`config.mk`:
```
export PLATFORM = sky130hd
export DESIGN_NAME = bcd_clock_core
export DESIGN_NICKNAME = d
export VERILOG_FILES = /design/src/rtl/bcd_clock_pkg.sv /design/src/rtl/bcd_prescaler.sv /design/src/rtl/bcd_time_chain.sv /design/src/rtl/bcd_date_chain.sv /design/src/rtl/bcd_clock_core.sv
export SDC_FILE = /design/constraint.sdc
export NUM_CORES = 1
export LEC_CHECK = 0
export BUFFER_PORTS_ARGS = -buffer_cell sky130_fd_sc_hd__buf_2
export CAP_MARGIN = 25
export CORE_UTILIZATION = 55
export CTS_CLUSTER_DIAMETER = 40
export DETAILED_ROUTE_END_ITERATION = 6
export GPL_TIMING_DRIVEN = 0
export PLACE_DENSITY = 0.8
export RECOVER_POWER = 50
export SKIP_LAST_GASP = 1
export SYNTH_ARGS = -nofsm -noshare
export SYNTH_HDL_FRONTEND = slang
export SYNTH_SLANG_ARGS = --single-unit
```
`constraint.sdc`:
```
create_clock -name clk -period 3.4 [get_ports clk]
set_clock_uncertainty 0.1 [all_clocks]
set_input_delay 0 -clock clk [delete_from_list [all_inputs] [get_ports clk]]
set_output_delay 0 -clock clk [all_outputs]
set_load 0.05 [all_outputs]
```
`src/rtl/bcd_clock_pkg.sv`:
```
package bcd_clock_pkg;
  localparam int ADDR_W = 3;
  localparam int NUM_REGS = 8;
  localparam int IMG_W = NUM_REGS * 8;

  typedef logic [7:0] bcd8_t;

  // Next packed-BCD value, no range wrap.
  function automatic bcd8_t bcd_step(bcd8_t v);
    if (v[3:0] >= 4'd9) return {v[7:4] + 4'd1, 4'd0};
    return v + 8'd1;
  endfunction

  // Last valid date (BCD) of a month given the BCD year.
  function automatic bcd8_t month_last_day(bcd8_t mon, bcd8_t yr);
    logic [6:0] ybin;
    ybin = 7'(yr[7:4]) * 7'd10 + 7'(yr[3:0]);
    case (mon)
      8'h02: return (ybin[1:0] == 2'd0) ? 8'h29 : 8'h28;
      8'h04, 8'h06, 8'h09, 8'h11: return 8'h30;
      default: return 8'h31;
    endcase
  endfunction
endpackage

```
`src/rtl/bcd_prescaler.sv`:
```
module bcd_prescaler #(
  parameter int DIV = 32
) (
  input  logic clk,
  input  logic rst_n,
  input  logic restart,
  input  logic halt,
  input  logic osc_tick,
  output logic cs_tick
);
  logic adv;
  assign adv = osc_tick && !halt && !restart;

  generate
    if (DIV <= 1) begin : g_direct
      assign cs_tick = adv;
    end else begin : g_count
      localparam int CW = $clog2(DIV);
      localparam logic [CW-1:0] LAST = CW'(DIV - 1);
      logic [CW-1:0] cnt;

      assign cs_tick = adv && (cnt == LAST);

      always_ff @(posedge clk) begin
        if (!rst_n)       cnt <= '0;
        else if (restart) cnt <= '0;
        else if (adv)     cnt <= (cnt == LAST) ? '0 : cnt + 1'b1;
      end

      // A restart leaves a full period before the next centisecond.
      assert_restart_gap_R3: assert property (@(posedge clk) disable iff (!rst_n)
        restart |=> !cs_tick);
    end
  endgenerate

  assert_halt_no_tick_R5: assert property (@(posedge clk) disable iff (!rst_n)
    halt |-> !cs_tick);
  assert_write_wins_R11: assert property (@(posedge clk) disable iff (!rst_n)
    restart |-> !cs_tick);
endmodule

```
`src/rtl/bcd_time_chain.sv`:
```
module bcd_time_chain
  import bcd_clock_pkg::*;
(
  input  logic              clk,
  input  logic              rst_n,
  input  logic              cs_tick,
  input  logic              wr_fire,
  input  logic [ADDR_W-1:0] wr_addr,
  input  logic [7:0]        wr_data,
  output logic [7:0]        csec,
  output logic [6:0]        sec,
  output logic [6:0]        mins,
  output logic [5:0]        hour,
  output logic              stop,
  output logic              day_carry
);
  logic c_sec, c_min, c_hr;

  assign c_sec     = cs_tick && (csec >= 8'h99);
  assign c_min     = c_sec && (sec >= 7'h59);
  assign c_hr      = c_min && (mins >= 7'h59);
  assign day_carry = c_hr && (hour >= 6'h23);

  always_ff @(posedge clk) begin
    if (!rst_n) begin
      csec <= '0;
      sec  <= '0;
      mins <= '0;
      hour <= '0;
      stop <= 1'b0;
    end else if (wr_fire) begin
      csec <= '0;
      case (wr_addr)
        3'd1: begin
          stop <= wr_data[7];
          sec  <= wr_data[6:0];
        end
        3'd2: mins <= wr_data[6:0];
        3'd3: hour <= wr_data[5:0];
        default: ;
      endcase
    end else begin
      if (cs_tick) csec <= c_sec ? 8'h00 : bcd_step(csec);
      if (c_sec)   sec  <= c_min ? 7'h00 : 7'(bcd_step({1'b0, sec}));
      if (c_min)   mins <= c_hr ? 7'h00 : 7'(bcd_step({1'b0, mins}));
      if (c_hr)    hour <= day_carry ? 6'h00 : 6'(bcd_step({2'b0, hour}));
    end
  end

  assert_csec_cleared_R3: assert property (@(posedge clk) disable iff (!rst_n)
    wr_fire |=> (csec == 8'h00));
  assert_time_frozen_R5: assert property (@(posedge clk) disable iff (!rst_n)
    (!cs_tick && !wr_fire) |=> $stable({csec, sec, mins, hour, stop}));
  assert_hour_wrap_R7: assert property (@(posedge clk) disable iff (!rst_n)
    (cs_tick && csec == 8'h99 && sec == 7'h59 && mins == 7'h59 && hour == 6'h23)
      |=> (hour == 6'h00 && csec == 8'h00));
  assert_sec_wrap_R6: assert property (@(posedge clk) disable iff (!rst_n)
    (cs_tick && csec == 8'h99 && sec == 7'h59) |=> (sec == 7'h00));
endmodule

```
`src/rtl/bcd_date_chain.sv`:
```
module bcd_date_chain
  import bcd_clock_pkg::*;
(
  input  logic              clk,
  input  logic              rst_n,
  input  logic              day_carry,
  input  logic              wr_fire,
  input  logic [ADDR_W-1:0] wr_addr,
  input  logic [7:0]        wr_data,
  output logic [2:0]        dow,
  output logic [5:0]        date,
  output logic [4:0]        month,
  output logic [7:0]        year,
  output logic [1:0]        century
);
  logic mon_end, yr_end, c_mon, c_yr, c_cen;
  bcd8_t last_day;

  assign last_day = month_last_day({3'b0, month}, year);
  assign mon_end  = ({2'b0, date} >= last_day);
  assign yr_end   = (month >= 5'h12);
  assign c_mon    = day_carry && mon_end;
  assign c_yr     = c_mon && yr_end;
  assign c_cen    = c_yr && (year >= 8'h99);

  always_ff @(posedge clk) begin
    if (!rst_n) begin
      dow     <= 3'd1;
      date    <= 6'h01;
      month   <= 5'h01;
      year    <= 8'h00;
      century <= 2'd0;
    end else if (wr_fire) begin
      case (wr_addr)
        3'd3: century <= wr_data[7:6];
        3'd4: dow     <= wr_data[2:0];
        3'd5: date    <= wr_data[5:0];
        3'd6: month   <= wr_data[4:0];
        3'd7: year    <= wr_data;
        default: ;
      endcase
    end else if (day_carry) begin
      dow  <= (dow >= 3'd7) ? 3'd1 : dow + 3'd1;
      date <= mon_end ? 6'h01 : 6'(bcd_step({2'b0, date}));
      if (c_mon) month <= yr_end ? 5'h01 : 5'(bcd_step({3'b0, month}));
      if (c_yr)  year  <= c_cen ? 8'h00 : bcd_step(year);
      if (c_cen) century <= century + 2'd1;
    end
  end

  assert_date_frozen_R5: assert property (@(posedge clk) disable iff (!rst_n)
    (!day_carry && !wr_fire) |=> $stable({dow, date, month, year, century}));
  assert_century_wrap_R9: assert property (@(posedge clk) disable iff (!rst_n)
    (day_carry && year == 8'h99 && month == 5'h12 && date == 6'h31)
      |=> (year == 8'h00 && month == 5'h01 && century == ($past(century) + 2'd1)));
  assert_dow_wrap_R7: assert property (@(posedge clk) disable iff (!rst_n)
    (day_carry && dow == 3'd7) |=> (dow == 3'd1));
  assert_feb_leap_R8: assert property (@(posedge clk) disable iff (!rst_n)
    (day_carry && month == 5'h02 && date == 6'h28 && year == 8'h24) |=> (date == 6'h29));
endmodule

```
`src/rtl/bcd_clock_core.sv`:
```
module bcd_clock_core
  import bcd_clock_pkg::*;
#(
  parameter int DIV = 32
) (
  input  logic              clk,
  input  logic              rst_n,
  input  logic              osc_tick,
  input  logic              wr_valid,
  output logic              wr_ready,
  input  logic [ADDR_W-1:0] wr_addr,
  input  logic [7:0]        wr_data,
  output logic [IMG_W-1:0]  clk_regs,
  output logic              osc_running
);
  logic       wr_fire, cs_tick, day_carry, stop;
  logic [7:0] csec, year;
  logic [6:0] sec, mins;
  logic [5:0] hour, date;
  logic [4:0] month;
  logic [2:0] dow;
  logic [1:0] century;

  always_ff @(posedge clk) begin
    if (!rst_n) wr_ready <= 1'b0;
    else        wr_ready <= 1'b1;
  end

  assign wr_fire = wr_valid && wr_ready;

  bcd_prescaler #(.DIV(DIV)) u_pre (
    .clk(clk), .rst_n(rst_n), .restart(wr_fire), .halt(stop),
    .osc_tick(osc_tick), .cs_tick(cs_tick)
  );

  bcd_time_chain u_time (
    .clk(clk), .rst_n(rst_n), .cs_tick(cs_tick), .wr_fire(wr_fire),
    .wr_addr(wr_addr), .wr_data(wr_data), .csec(csec), .sec(sec),
    .mins(mins), .hour(hour), .stop(stop), .day_carry(day_carry)
  );

  bcd_date_chain u_date (
    .clk(clk), .rst_n(rst_n), .day_carry(day_carry), .wr_fire(wr_fire),
    .wr_addr(wr_addr), .wr_data(wr_data), .dow(dow), .date(date),
    .month(month), .year(year), .century(century)
  );

  assign clk_regs = {year, 3'b0, month, 2'b0, date, 5'b0, dow,
                     century, hour, 1'b0, mins, stop, sec, csec};
  assign osc_running = !stop;

  assert_ready_holds_R2: assert property (@(posedge clk) disable iff (!rst_n)
    wr_ready |=> wr_ready);
  assert_addr0_zero_R4: assert property (@(posedge clk) disable iff (!rst_n)
    (wr_fire && wr_addr == 3'd0) |=> (clk_regs[7:0] == 8'h00));
endmodule

```
After elaboration in Yosys (flattened, before gate mapping)
Cells that the tools add are included.
{ "totals": {"elab_cells": 182, "register_bits": 59} }
{ "op_classes": {"n_lt_le_gt_ge": 15, "bitwise_logic": 1, "reduce_logical": 32, "multipliers": 1, "n_addsub": 18, "n_mux": 83, "n_eq_ne": 20} }
{ "ops": {"columns": ["cell", "n"], "rows": [
  ["$mux W7", 12],
  ["$mux W8", 10],
  ["$mux W6", 12],
  ["$mux W5", 8],
  ["$mux W1", 32],
  ["$ge A4 B4 Y1 const B", 7],
  ["$add A8 B1 Y8 const B", 2],
  ["$ge A8 B8 Y1 const B", 2],
  ["$pmux W8 S2", 1],
  ["$add A7 B1 Y7 const B", 2],
  ["$ge A7 B7 Y1 const B", 2],
  ["$ne A2 B1 Y1 const B", 7],
  ["$reduce_bool A2 Y1", 7],
  ["$add A6 B1 Y6 const B", 2],
  ["$eq A3 B3 Y1 const B", 4],
  ["$mux W3", 4],
  ["$reduce_and A2 Y1", 6],
  ["$logic_and A1 B1 Y1", 11],
  ["$add A5 B1 Y5 const B", 2],
  ["$eq A5 B3 Y1 const B", 2],
  ["$eq A5 B5 Y1 const B", 2],
  ["$add A3 B1 Y3 const B", 3],
  ["$reduce_and A3 Y1", 3],
  ["$add A4 B1 Y4 const B", 2],
  ["18 further kinds", 25]
]} }

Depth between registers and ports, before layout
Gate-level depths: netlist of the first run.
{ "depth": {"word_depth": 19, "ltp_mapped": 15} }

Hierarchy
A second synthesis of the first run with hierarchy kept.
{ "unflattened": {"hier_cells": 506, "area_unflattened_um2": 4206.5} }
{ "by_module_without_submodules": {"columns": ["module", "area_per_inst_um2", "cells_per_inst", "instances", "seq_area_each_um2"], "rows": [
  ["bcd_time_chain", 2033.2, 245, 1, 580.6],
  ["bcd_date_chain", 1790.5, 216, 1, 480.5],
  ["bcd_prescaler", 259.0, 29, 1, 100.1],
  ["bcd_clock_core", 123.9, 16, 1, 20.0]
]} }

Least setup slack after synthesis of the first run
No wires, ideal clock.
{ "synth_timing": {"path_type": "reg-to-reg", "startpoint": "register u_date.month[1]", "endpoint": "register u_date.year[2]", "t_arrival_ns": 3.135, "path_stages_with_launch": 14, "path_slack_ns": 0.032, "setup_time_ns": 0.133, "period_less_slack_ns": 3.368, "path_buffers": 1, "path_cell_list": "dfxtp_1 ha_1 nor4b_1 o21ai_0 o21ai_0 a31oi_1 ha_1 nor4b_1 o22ai_1 and2_0 nand4_1 buf_4 a31oi_1 o221ai_1"} }
{ "synth_between": {"elab_chain_len": 11} }
{ "synth_rtl": {"columns": ["element", "line", "rtl"], "rows": [
  ["start: declaration", "bcd_date_chain.sv:12", "output logic [4:0] month,"],
  ["start signal: assignment", "bcd_date_chain.sv:38", "3'd6: month <= wr_data[4:0];"],
  ["start signal: assignment", "bcd_date_chain.sv:45", "if (c_mon) month <= yr_end ? 5'h01 : 5'(bcd_step({3'b0, month}));"],
  ["$eq A5 B3 Y1 (tied with other cells)", "bcd_clock_pkg.sv:18", "case (mon)"],
  ["$reduce_or A4 Y1", "bcd_clock_pkg.sv:18", null],
  ["$pmux W8 S2", "bcd_clock_pkg.sv:18", null],
  ["$ge A6 B8 Y1", "bcd_date_chain.sv:20", "assign mon_end = ({2'b0, date} >= last_day);"],
  ["$logic_and A1 B1 Y1", "bcd_date_chain.sv:22", "assign c_mon = day_carry && mon_end;"],
  ["$logic_and A1 B1 Y1 (*)", "bcd_date_chain.sv:23", "assign c_yr = c_mon && yr_end;"],
  ["$logic_and A1 B1 Y1", "bcd_date_chain.sv:24", "assign c_cen = c_yr && (year >= 8'h99);"],
  ["$mux W8 (2 in series)", "bcd_date_chain.sv:46", "if (c_yr) year <= c_cen ? 8'h00 : bcd_step(year);"],
  ["$mux W8", "bcd_date_chain.sv:42", "end else if (day_carry) begin"],
  ["$mux W8", "bcd_date_chain.sv:33", "end else if (wr_fire) begin"],
  ["end signal: assignment", "bcd_date_chain.sv:39", "3'd7: year <= wr_data;"],
  ["end signal: assignment", "bcd_date_chain.sv:46", null],
  ["end: declaration", "bcd_date_chain.sv:13", "output logic [7:0] year,"]
]} }
Mark *: on every way between the ends. The rest lies on a longest branch, timed or not. The select of a mux whose other input is x is not followed.
A chain may end at the register's enable or synchronous reset.

Worst setup path in the final report of the first run
{ "layout_timing": {"startpoint": "register u_date.month[0]", "endpoint": "register u_date.date[4]"} }
{ "layout_between": {"elab_chain_len": 7} }
{ "layout_rtl": {"columns": ["element", "line", "rtl"], "rows": [
  ["$eq A5 B3 Y1 (tied with other cells)", "bcd_clock_pkg.sv:18", null],
  ["$reduce_or A4 Y1", "bcd_clock_pkg.sv:18", null],
  ["$pmux W8 S2 (*)", "bcd_clock_pkg.sv:18", null],
  ["$ge A6 B8 Y1 (*)", "bcd_date_chain.sv:20", null],
  ["$mux W6 (*)", "bcd_date_chain.sv:44", "date <= mon_end ? 6'h01 : 6'(bcd_step({2'b0, date}));"],
  ["$mux W6 (*)", "bcd_date_chain.sv:42", null],
  ["$mux W6 (*)", "bcd_date_chain.sv:33", null],
  ["end signal: assignment", "bcd_date_chain.sv:37", "3'd5: date <= wr_data[5:0];"],
  ["end signal: assignment", "bcd_date_chain.sv:44", null],
  ["end: declaration", "bcd_date_chain.sv:11", "output logic [5:0] date,"]
]} }
Marks and branches as above.

==> reports/qor.csv, run 1 <==
metric,value,unit
antenna_cells,0,
seq_power_share,46.4,%
globalRouteTotalUtil,31.6,%
vias_per_cell,6.13,
yosysUniqueCellTypes,70,
clkPwrFrac,39.7,%
wl_per_cell,16.9,um
period_minus_slack,3.18,ns
p_int,1.08,mW
io_pins,81,
port_buffers,69,
min-delay-path-class,in2reg,
grt_pass1_wl,18800,um
drt-total-wl,11900,um
syn_area,0.00405,mm2
cts.sinks,59,
yosysTopAreaCell,dfxtp_1,
grt_max_degree,11,
fmax,315,MHz
avgSynthCellArea,8.02,um2
clkTransAtPathRegs,0.07,ns
synth_edf_count,0,
combPwrFrac,13.9,%
fin_crit_sh,93.4,%
dr.pass1.iters,6,
die_h,87.8,um
numCtsBuffers,9,
yosysMostFrequentCell,dfxtp_1,
grt-ovfl-total,0,
power.share.switching,30.2,%
setup_violations,0,
hold_violations,0,
cts_tree,done,
area_delta_synth_final,18.1,%
initial_core_util,58.3,%
netSwitchingPower,0.466,mW
seq_area_frac_synth,29.2,%
end_kind,flop,
slew_violations,0,
dp_hpwl,8480,um
nets,659,
tightest_slew,0.893,ns
grt_pass1_vias,3934,
async_reset_ff_share,0,%
cap_violations,0,
start_kind,flop,
ys_top_cells_by_count,"59 x dfxtp_1, 53 x nand2_1, 41 x a21oi_1",
place_ws,-0.297,ns
timing.hold.ws,0.0370,ns
power.density,323,mW/mm2
synth_area_leaders,"dfxtp_1 29%, ha_1 12%, a21oi_1 5.1%",
rsz0062_at_grt,false,
drt-initial-drc-count,305,
remaining_drc_errors,0,
ys_warn_count,0,
crit_type,reg2reg,
cts_root_buf,clkbuf_8,
synth_ff_type,dfxtp_1,
syn_inst,505,
fill_cells,623,
core-area,0.00694,mm2
die_x,87.8,um
status,"finished, final reports clean",
synth_top_cell_area_share,29.2,%
p_leak,1.86,nW
peakVddDrop,0.252,mV
num_vias,4320,
clock_latency,0.35,ns
required,3.58,ns
relSlewSlack,39.9,%
rows,30,
critPathMaxFanout,7,
place_congestion,0.862,
antenna_found_initial,0,
finalPower,1.55,mW
ant_nets,0,
ctsLongestPathBuffers,2,
setup_ws,0.224,ns
dieArea,0.00771,mm2
htreeDepth,3,
synth-seq-cells,59,
crit_arrival,3.36,ns
drive_above_1_share,11.5,%
==> cell families (layout without fill, tap and decap cells) <==
group | count (synthesis) | count (layout) | synth area share [%]
and+or+nand+nor | 179 | 179 | 22.4
muxes | 6 | 6 | 1.48
adders and majority gates | 39 | 39 | 12.0
AOI/OAI and AO/OA | 155 | 155 | 26.5
other | 1 | 11 | 0.0926
DFF | 59 | 59 | 29.2
buffers and inverters | 60 | 154 | 7.10
xor gates and xnor gates | 6 | 6 | 1.30
==> area by class of cell <==
| cell class | instances | area [um2] | share of cell area [%] |
|---|---|---|---|
| inverter | 28 | 105 | 2.20 |
| sequential | 59 | 1180 | 24.7 |
| buffer | 32 | 183 | 3.82 |
| timing repair buffer | 79 | 365 | 7.64 |
| multi-input combinational | 396 | 2650 | 55.4 |
| clock inverter | 2 | 10.0 | 0.209 |
| clock buffer | 13 | 169 | 3.53 |
| tap | 96 | 120 | 2.51 |
==> metal layers <==
| layer | part of all wire, % | up-vias | GRT usage, % |
|---|---|---|---|
| met2 | 46 | 223 | 52.1 |
| met1 | 41 | 2022 | 37.7 |
| met5 | 0 | - | 0 |
| met3 | 8.8 | 42 | 6.03 |
| li1 | - | 2033 | - |
| met4 | 4.3 | 0 | 20.1 |
==> final timing paths <==
path,slack [ns],from,to,cells after the start
worst max-delay path,0.22,u_date.month[0]$_SDFFE_PN1P_,u_date.date[4]$_SDFFE_PN0P_,13
worst min-delay path,0.04,wr_data[3],u_date.year[3]$_SDFFE_PN0P_,4
worst max register to register,0.22,u_date.month[0]$_SDFFE_PN1P_,u_date.date[4]$_SDFFE_PN0P_,13
worst min register to register,0.38,u_pre.g_count.cnt[4]$_SDFFE_PP0P_,u_pre.g_count.cnt[4]$_SDFFE_PP0P_,2
==> critical path: stages, from the launching register on <==
cell	delay, ns
dfxtp_2	0.36
inv_1	0.09
ha_1	0.21
nor4b_4	0.28
o21ai_0	0.18
o21ai_0	0.11
a31oi_1	0.07
ha_1	0.31
nor4b_2	0.26
o22ai_2	0.14
nand2b_1	0.23
or3b_2	0.47
a21o_1	0.18
a21oi_1	0.10
==> power by group through the flow <==
stage               Clock (mW)  Combinational [mW]  Sequential (mW)
global placement             0               0.203            0.730
detailed placement           0               0.206            0.731
floorplan                    0               0.122            0.759
finish                   0.614               0.215            0.716
CTS                      0.603               0.212            0.715
global route             0.640               0.230            0.717
==> through the flow <==
| stage | TNS, ns | instances | util, % | area [um2] |
|---|---|---|---|---|
| 2_1_floorplan | 0 | 515 | - | 4090 |
| 3_3_place_gp | -2.37 | 680 | 65.6 | 4550 |
| 3_5_place_dp | -3.78 | 680 | 65.6 | 4550 |
| 4_1_cts | 0 | 704 | 69.6 | 4830 |
| 5_1_grt | 0 | 705 | 68.9 | 4780 |
| 6_report | 0 | 705 | 68.9 | 4780 |
==> layout by cell type, fill, tap and decap left out, drive strengths merged, types with 17 or more instances in the layout <==
| cell type | instances |
|---|---|
| ha | 39 |
| clkbuf | 84 |
| nand3 | 17 |
| dfxtp | 59 |
| nand2 | 54 |
| inv | 28 |
| nor2 | 39 |
| a21oi | 42 |
| o21ai | 28 |
| nor3 | 19 |
| buf | 34 |
==> registers in the layout, indices dropped and copies added (netlist names) <==
| name | count |
|---|---|
| u_time.sec | 7 |
| wr_ready | 1 |
| u_date.century | 2 |
| u_time.stop | 1 |
| u_date.month | 5 |
| u_date.year | 8 |
| u_time.mins | 7 |
| u_date.dow | 3 |
| u_time.hour | 6 |
| u_date.date | 6 |
| u_pre.g_count.cnt | 5 |
| u_time.csec | 8 |
==> repair_timing <==
action                                  in CTS  in global routing
resized for setup                            3                  5
endpoints found under the setup margin      18                 15
setup buffers                                3                  1
hold endpoints to repair                    10                  0
hold buffers                                 6                  0
pin swaps                                    1                  1
(Power assumes the default switching activity.)
==> run 2: changes to the inputs <==
CORE_ASPECT_RATIO = 0.75   (was default)
==> reports/qor.csv, run 2 (synthesized netlist as in run 1, its figures left out) <==
metric,value,unit,change
io_pins,81,,unchanged
top_regs,"u_date.year (8), u_time.csec (8)",,
hold_violations,0,,unchanged
port_buffers,69,,unchanged
grt-ovfl-total,0,,unchanged
drt-initial-drc-count,360,,+18%
min_to,u_date.year[3]$_SDFFE_PN0P_,,
grt_max_degree,11,,unchanged
ant_nets,0,,unchanged
startpoint,u_date.month[0]$_SDFFE_PN1P_,,
fmax,313,MHz,-0.63%
layout_commonest_cell,clkbuf_1,,
ctsLongestPathBuffers,2,,unchanged
fin_crit_sh,94.0,%,+0.59 points
antenna_found_initial,0,,unchanged
nets,656,,-0.46%
relSlewSlack,49.3,%,+9.4 points
drive_above_1_share,11.4,%,-0.13 points
period_minus_slack,3.20,ns,+0.0200 ns
grt_pass1_wl,19600,um,+4.6%
cts.sinks,59,,unchanged
vias_per_cell,6.16,,+0.58%
holdPathStages,4,,unchanged
max_stage_delay,0.39,ns,-0.08 ns
reg2reg_depth,15,,+2
post-cts-setup-buffer-count,0,,-3
finalPower,1.69,mW,+9.1%
final_cell_mix,"71 x clkbuf_1, 57 x dfxtp_1, 53 x nand2_1",,
end_kind,flop,,
setup_ws,0.204,ns,-0.0200 ns
dp_hpwl,8690,um,+2.5%
power.density,350,mW/mm2,+8.3%
fin_area,0.00482,mm2,+0.73%
setup_violations,0,,unchanged
post-route-util,69.2,%,+0.33 points
wl_per_cell,17.0,um,+0.49%
place_ws,-0.217,ns,+0.0803 ns
min-delay-path-class,in2reg,,
crit_chain,inv_1 -> ha_1 -> nor2_1 -> nor2_1 -> a21oi_1 -> o21ai_0 -> a31oi_1 -> ha_1 -> nor4b_2 -> o22ai_2 -> and2_2 -> nand4_1 -> buf_4 -> nand3_1 -> a221oi_1,,
reg2reg_to,u_date.year[1]$_SDFFE_PN0P_,,
peakVddDrop,0.263,mV,+4.3%
numCtsBuffers,9,,unchanged
antenna_cells,0,,unchanged
grt_pass1_vias,4043,,+2.8%
reg2reg_slack,0.20,ns,-0.02 ns
p_leak,1.87,nW,+0.53%
drt-total-wl,12000,um,+0.49%
status,"finished, final reports clean",,
cts_tree,done,,
initial_core_util,58.2,%,-0.15 points
clkTransAtPathRegs,0.07,ns,about the same
area_delta_synth_final,19.0,%,
tightest_slew,0.754,ns,-0.140 ns
fill_cells,609,,-2.2%
remaining_drc_errors,0,,unchanged
cap_violations,0,,unchanged
dp.cells,682,,+0.29%
crit_type,reg2reg,,
critPathMaxFanout,10,,+3
cts_root_buf,clkbuf_8,,
dr.pass1.iters,6,,unchanged
slew_violations,0,,unchanged
num_vias,4345,,+0.58%
htreeDepth,3,,unchanged
place_congestion,0.945,,+9.6%
globalRouteTotalUtil,32.7,%,+1.1 points
die_x,101,um,+15%
clock_latency,0.36,ns,about the same
dieArea,0.00772,mm2,about the same
die_h,76.3,um,-13%
placed_cell_area,0.00456,mm2,about the same
crit_arrival,3.35,ns,about the same
rows,26,,-13%
rsz0062_at_grt,false,,
worstHoldStart,wr_data[3],,
core-area,0.00696,mm2,+0.25%
start_kind,flop,,
timing.hold.ws,0.0693,ns,+0.0323 ns
layoutNonFillerInstCount,705,,unchanged
r2r-start,u_date.month[0]$_SDFFE_PN1P_,,
required,3.55,ns,-0.03 ns
setup-tns-final,0,ns,unchanged
cpMaxStageDelayCell,dfxtp_4,,
run 2: cell types whose count changed in the layout (fill, tap and decap cells not counted), sizes merged:
cell,delta
dlygate4sd3,+1
clkinv,+1
clkbuf,-2
bufinv,+2
buf,-4
run 2: worst max-delay path, delay by kind of cell, from the launching register on:
kind	cells	cell delay, ns
adders and majority gates	2	0.51
buffers and inverters	2	0.28
and+or+nand+nor	6	0.91
AOI/OAI and AO/OA	5	0.89
DFF	1	0.39
run 2: how the worst max path moves through the flow:
stage	endpoint	slack, ns	cells past startpoint
after floorplan	u_date.year[2]$_SDFFE_PN0P_	0.03	13
final	u_date.year[1]$_SDFFE_PN0P_	0.20	15
after global placement	u_date.year[3]$_SDFFE_PN0P_	-0.20	14
after global routing	u_date.date[4]$_SDFFE_PN0P_	0.02	13
after detailed placement	u_date.year[3]$_SDFFE_PN0P_	-0.22	14
after CTS	u_date.year[1]$_SDFFE_PN0P_	0.007	15
run 2: cell type report:
cell class,count,area (um2),area share (%)
clock buffer,11,151,3.14
multi-input combinational,396,2650,55.0
buffer,32,183,3.79
sequential,59,1190,24.6
tap,98,123,2.54
inverter,28,105,2.18
timing repair buffer,76,345,7.17
clock inverter,5,75.1,1.56
run 2: where the power goes:
| group | leakage [nW] | switching (mW) | total [mW] | internal [mW] |
|---|---|---|---|---|
| logic | 1.27 | 0.157 | 0.216 | 0.0597 |
| clock network | 0.119 | 0.305 | 0.754 | 0.449 |
| registers | 0.477 | 0.0151 | 0.716 | 0.701 |
run 2: timing repair:
action                     4_1_cts  5_1_grt
hold buffers                     7        0
hold endpoints to repair        12        0
resized for setup                2        8
setup endpoints to repair       15       18
pin swaps                        0        2
run 2: metal layers:
layer / track usage [%] / vias to the layer above / share of wire, %
met3: 6.42 / 23 / 10
met4: 12.8 / 0 / 1.9
met1: 45.2 / 2042 / 44
met5: 0 / - / 0
li1: - / 2028 / -
met2: 49.7 / 252 / 44
==> run 3: changes to the inputs <==
ABC_AREA = 1   (was default)
PLACE_DENSITY = 0.79   (was 0.8)
==> reports/qor.csv, run 3 <==
metric,value,unit,change
die_x,103,um,+1.9%
synth_area_leaders,"dfxtp_1 28%, ha_1 12%, nand2_1 8.7%",,
crit_arrival,3.09,ns,-0.26 ns
p_leak,2.41,nW,+29%
grt-ovfl-total,0,,unchanged
peakVddDrop,0.162,mV,-38%
antenna_cells,0,,unchanged
grt_util_met2,43.8,%,-5.9 points
reg2reg_depth,17,,+2
rows,27,,+3.8%
cts.sinks,59,,unchanged
synth_ff_type,dfxtp_1,,
min-delay-path-class,in2reg,,
grt_pass1_wl,18100,um,-8.0%
hold_violations,0,,unchanged
synth_top_cell_area_share,28.1,%,-1.1 points
yosysMostFrequentCell,nand2_1,,
cts_tree,done,,
timing.hold.ws,0.0128,ns,-0.0565 ns
globalRouteTotalUtil,29.0,%,-3.7 points
setup_ws,0.443,ns,+0.239 ns
core-area,0.00736,mm2,+5.8%
crit_chain,inv_1 -> ha_1 -> inv_1 -> nor3_2 -> o21ai_0 -> nand4_1 -> inv_1 -> ha_1 -> nand4_1 -> nand3_1 -> nand2_1 -> inv_1 -> nand3_4 -> nand3_1 -> nand2_1 -> nor2_1 -> nor2_1,,
yosysTopAreaCell,dfxtp_1,,
tightest_slew,0.630,ns,-0.123 ns
met3_usage,6.85,%,+0.42 points
drive_above_1_share,9.99,%,-1.4 points
relSlewSlack,58.2,%,+8.9 points
grt_max_degree,11,,unchanged
slew_violations,0,,unchanged
ys_warn_count,0,,unchanged
place_congestion,0.913,,-3.4%
dr.pass1.iters,5,,-1
reg2reg_to,u_date.year[5]$_SDFFE_PN0P_,,
remaining_drc_errors,0,,unchanged
fin_area,0.00489,mm2,+1.6%
layout_commonest_cell,nand2_1,,
nets,760,,+16%
fmax,338,MHz,+8.1%
drt-total-wl,11200,um,-6.8%
seq_area_frac_synth,28.1,%,-1.1 points
clkTransAtPathRegs,0.07,ns,about the same
setup-tns-final,0,ns,unchanged
holdPathStages,5,,+1
cts_root_buf,clkbuf_8,,
port_buffers,69,,unchanged
end_kind,flop,,
top_usage_layer,met2,,
wl_per_cell,13.8,um,-19%
dp_hpwl,8270,um,-4.9%
setup_violations,0,,unchanged
placed_cell_area,0.00472,mm2,+3.5%
grt_pass1_vias,3842,,-5.0%
htreeDepth,3,,unchanged
yosysUniqueCellTypes,42,,-40%
required,3.54,ns,about the same
ant_nets,0,,unchanged
status,"finished, final reports clean",,
io_pins,81,,unchanged
reg2reg_slack,0.44,ns,+0.24 ns
period_minus_slack,2.96,ns,-0.239 ns
vias_per_cell,5.41,,-12%
cpMaxStageDelayCell,dfxtp_1,,
num_vias,4393,,+1.1%
rsz0062_at_grt,false,,
ctsLongestPathBuffers,2,,unchanged
met1_usage,40.4,%,-4.8 points
power.density,328,mW/mm2,-6.1%
clock_latency,0.35,ns,about the same
max_stage_delay,0.36,ns,-0.03 ns
finalPower,1.61,mW,-4.6%
antenna_found_initial,0,,unchanged
min_to,u_date.dow[0]$_SDFFE_PN1P_,,
ys_top_cells_by_count,"97 x nand2_1, 88 x inv_1, 86 x nor2_1",,
final_cell_mix,"97 x nand2_1, 88 x inv_1, 86 x nor2_1",,
start_kind,flop,,
cap_violations,0,,unchanged
worst_path_most_repeated_cell,inv_1,,
async_reset_ff_share,0,%,unchanged
r2r-start,u_date.month[0]$_SDFFE_PN1P_,,
top_regs,"u_date.year (8), u_time.csec (8)",,
numCtsBuffers,9,,unchanged
place_ws,0.383,ns,+0.600 ns
area_delta_synth_final,16.3,%,
initial_core_util,57.2,%,-1.0 points
critPathMaxFanout,9,,-1
dieArea,0.00801,mm2,+3.8%
fin_crit_sh,87.0,%,-7.0 points
crit_type,reg2reg,,
drt-initial-drc-count,315,,-13%
avgSynthCellArea,6.89,um2,-14%
worstHoldStart,wr_data[0],,
die_h,77.8,um,+1.9%
syn_area,0.00421,mm2,+3.9%
syn_inst,611,,+21%
synth_edf_count,0,,unchanged
synth-seq-cells,59,,unchanged
==> run 3: kinds of logic (layout without fill, tap and decap cells) <==
logic type | count (synthesis) | after routing | share of synthesized area [%]
simple gates | 263 | 263 | 28.9
compound gates | 116 | 116 | 15.9
buf+inv | 115 | 205 | 11.7
flops | 59 | 59 | 28.1
fa+ha+maj | 39 | 39 | 11.6
xor+xnor | 17 | 17 | 3.54
other cells | 1 | 11 | 0.0891
mux | 1 | 1 | 0.238
==> run 3: worst max path at each step <==
stage                     cells past startpoint  slack (ns)                          from                        endpoint
final                                        17        0.44  u_date.month[0]$_SDFFE_PN1P_     u_date.year[5]$_SDFFE_PN0P_
after global routing                         20        0.16  u_date.month[0]$_SDFFE_PN1P_     u_date.year[5]$_SDFFE_PN0P_
after CTS                                    17        0.33  u_date.month[0]$_SDFFE_PN1P_     u_date.year[5]$_SDFFE_PN0P_
after detailed placement                     17        0.38  u_date.month[0]$_SDFFE_PN1P_     u_date.year[1]$_SDFFE_PN0P_
after global placement                       16        0.34  u_date.month[1]$_SDFFE_PN0P_  u_date.century[1]$_SDFFE_PN0P_
after floorplan                              18        0.56  u_date.month[1]$_SDFFE_PN0P_  u_date.century[0]$_SDFFE_PN0P_
==> run 3: final cells by class <==
class,count,area [um2]
clock buffers,15,186
flip-flops and latches,59,1180
multi-input cells,447,2580
inverters,91,342
repair buffers,74,325
fillers,702,2470
well taps,101,126
clock inverters,1,5.00
plain buffers,24,153
==> run 3: power by group <==
part           switching, mW  internal (mW)
Sequential            0.0205          0.707
Combinational          0.181         0.0702
Clock                  0.285          0.344
==> run 3: per-stage QoR <==
stage / utilization, % / cells
2_1_floorplan: - / 621
3_3_place_gp: 64.1 / 791
3_5_place_dp: 64.1 / 791
4_1_cts: 67.3 / 812
5_1_grt: 66.5 / 812
6_report: 66.5 / 812
==> run 3: timing repair <==
action	CTS	global route
setup buffers	0	0
gates resized for setup	0	1
hold buffers	5	0
endpoints found under the setup margin	0	2
hold endpoints to repair	6	0
==> run 3: worst max-delay path, delay by kind of cell, from the launching register on <==
kind                     cells  cell delay [ns]
flip-flops                   1             0.36
AND/OR/NAND/NOR             10             1.41
AO/OA/AOI/OAI                1             0.17
buffers and inverters        4             0.35
adder cells (fa/ha/maj)      2             0.46
==> run 3: routing by layer <==
metal	share of wire, %	routed length [um]	vias up
met5	0	0	-
met4	1.9	217	0
met3	8.0	896	24
met2	44	4900	191
met1	46	5170	2013
li1	-	-	2165
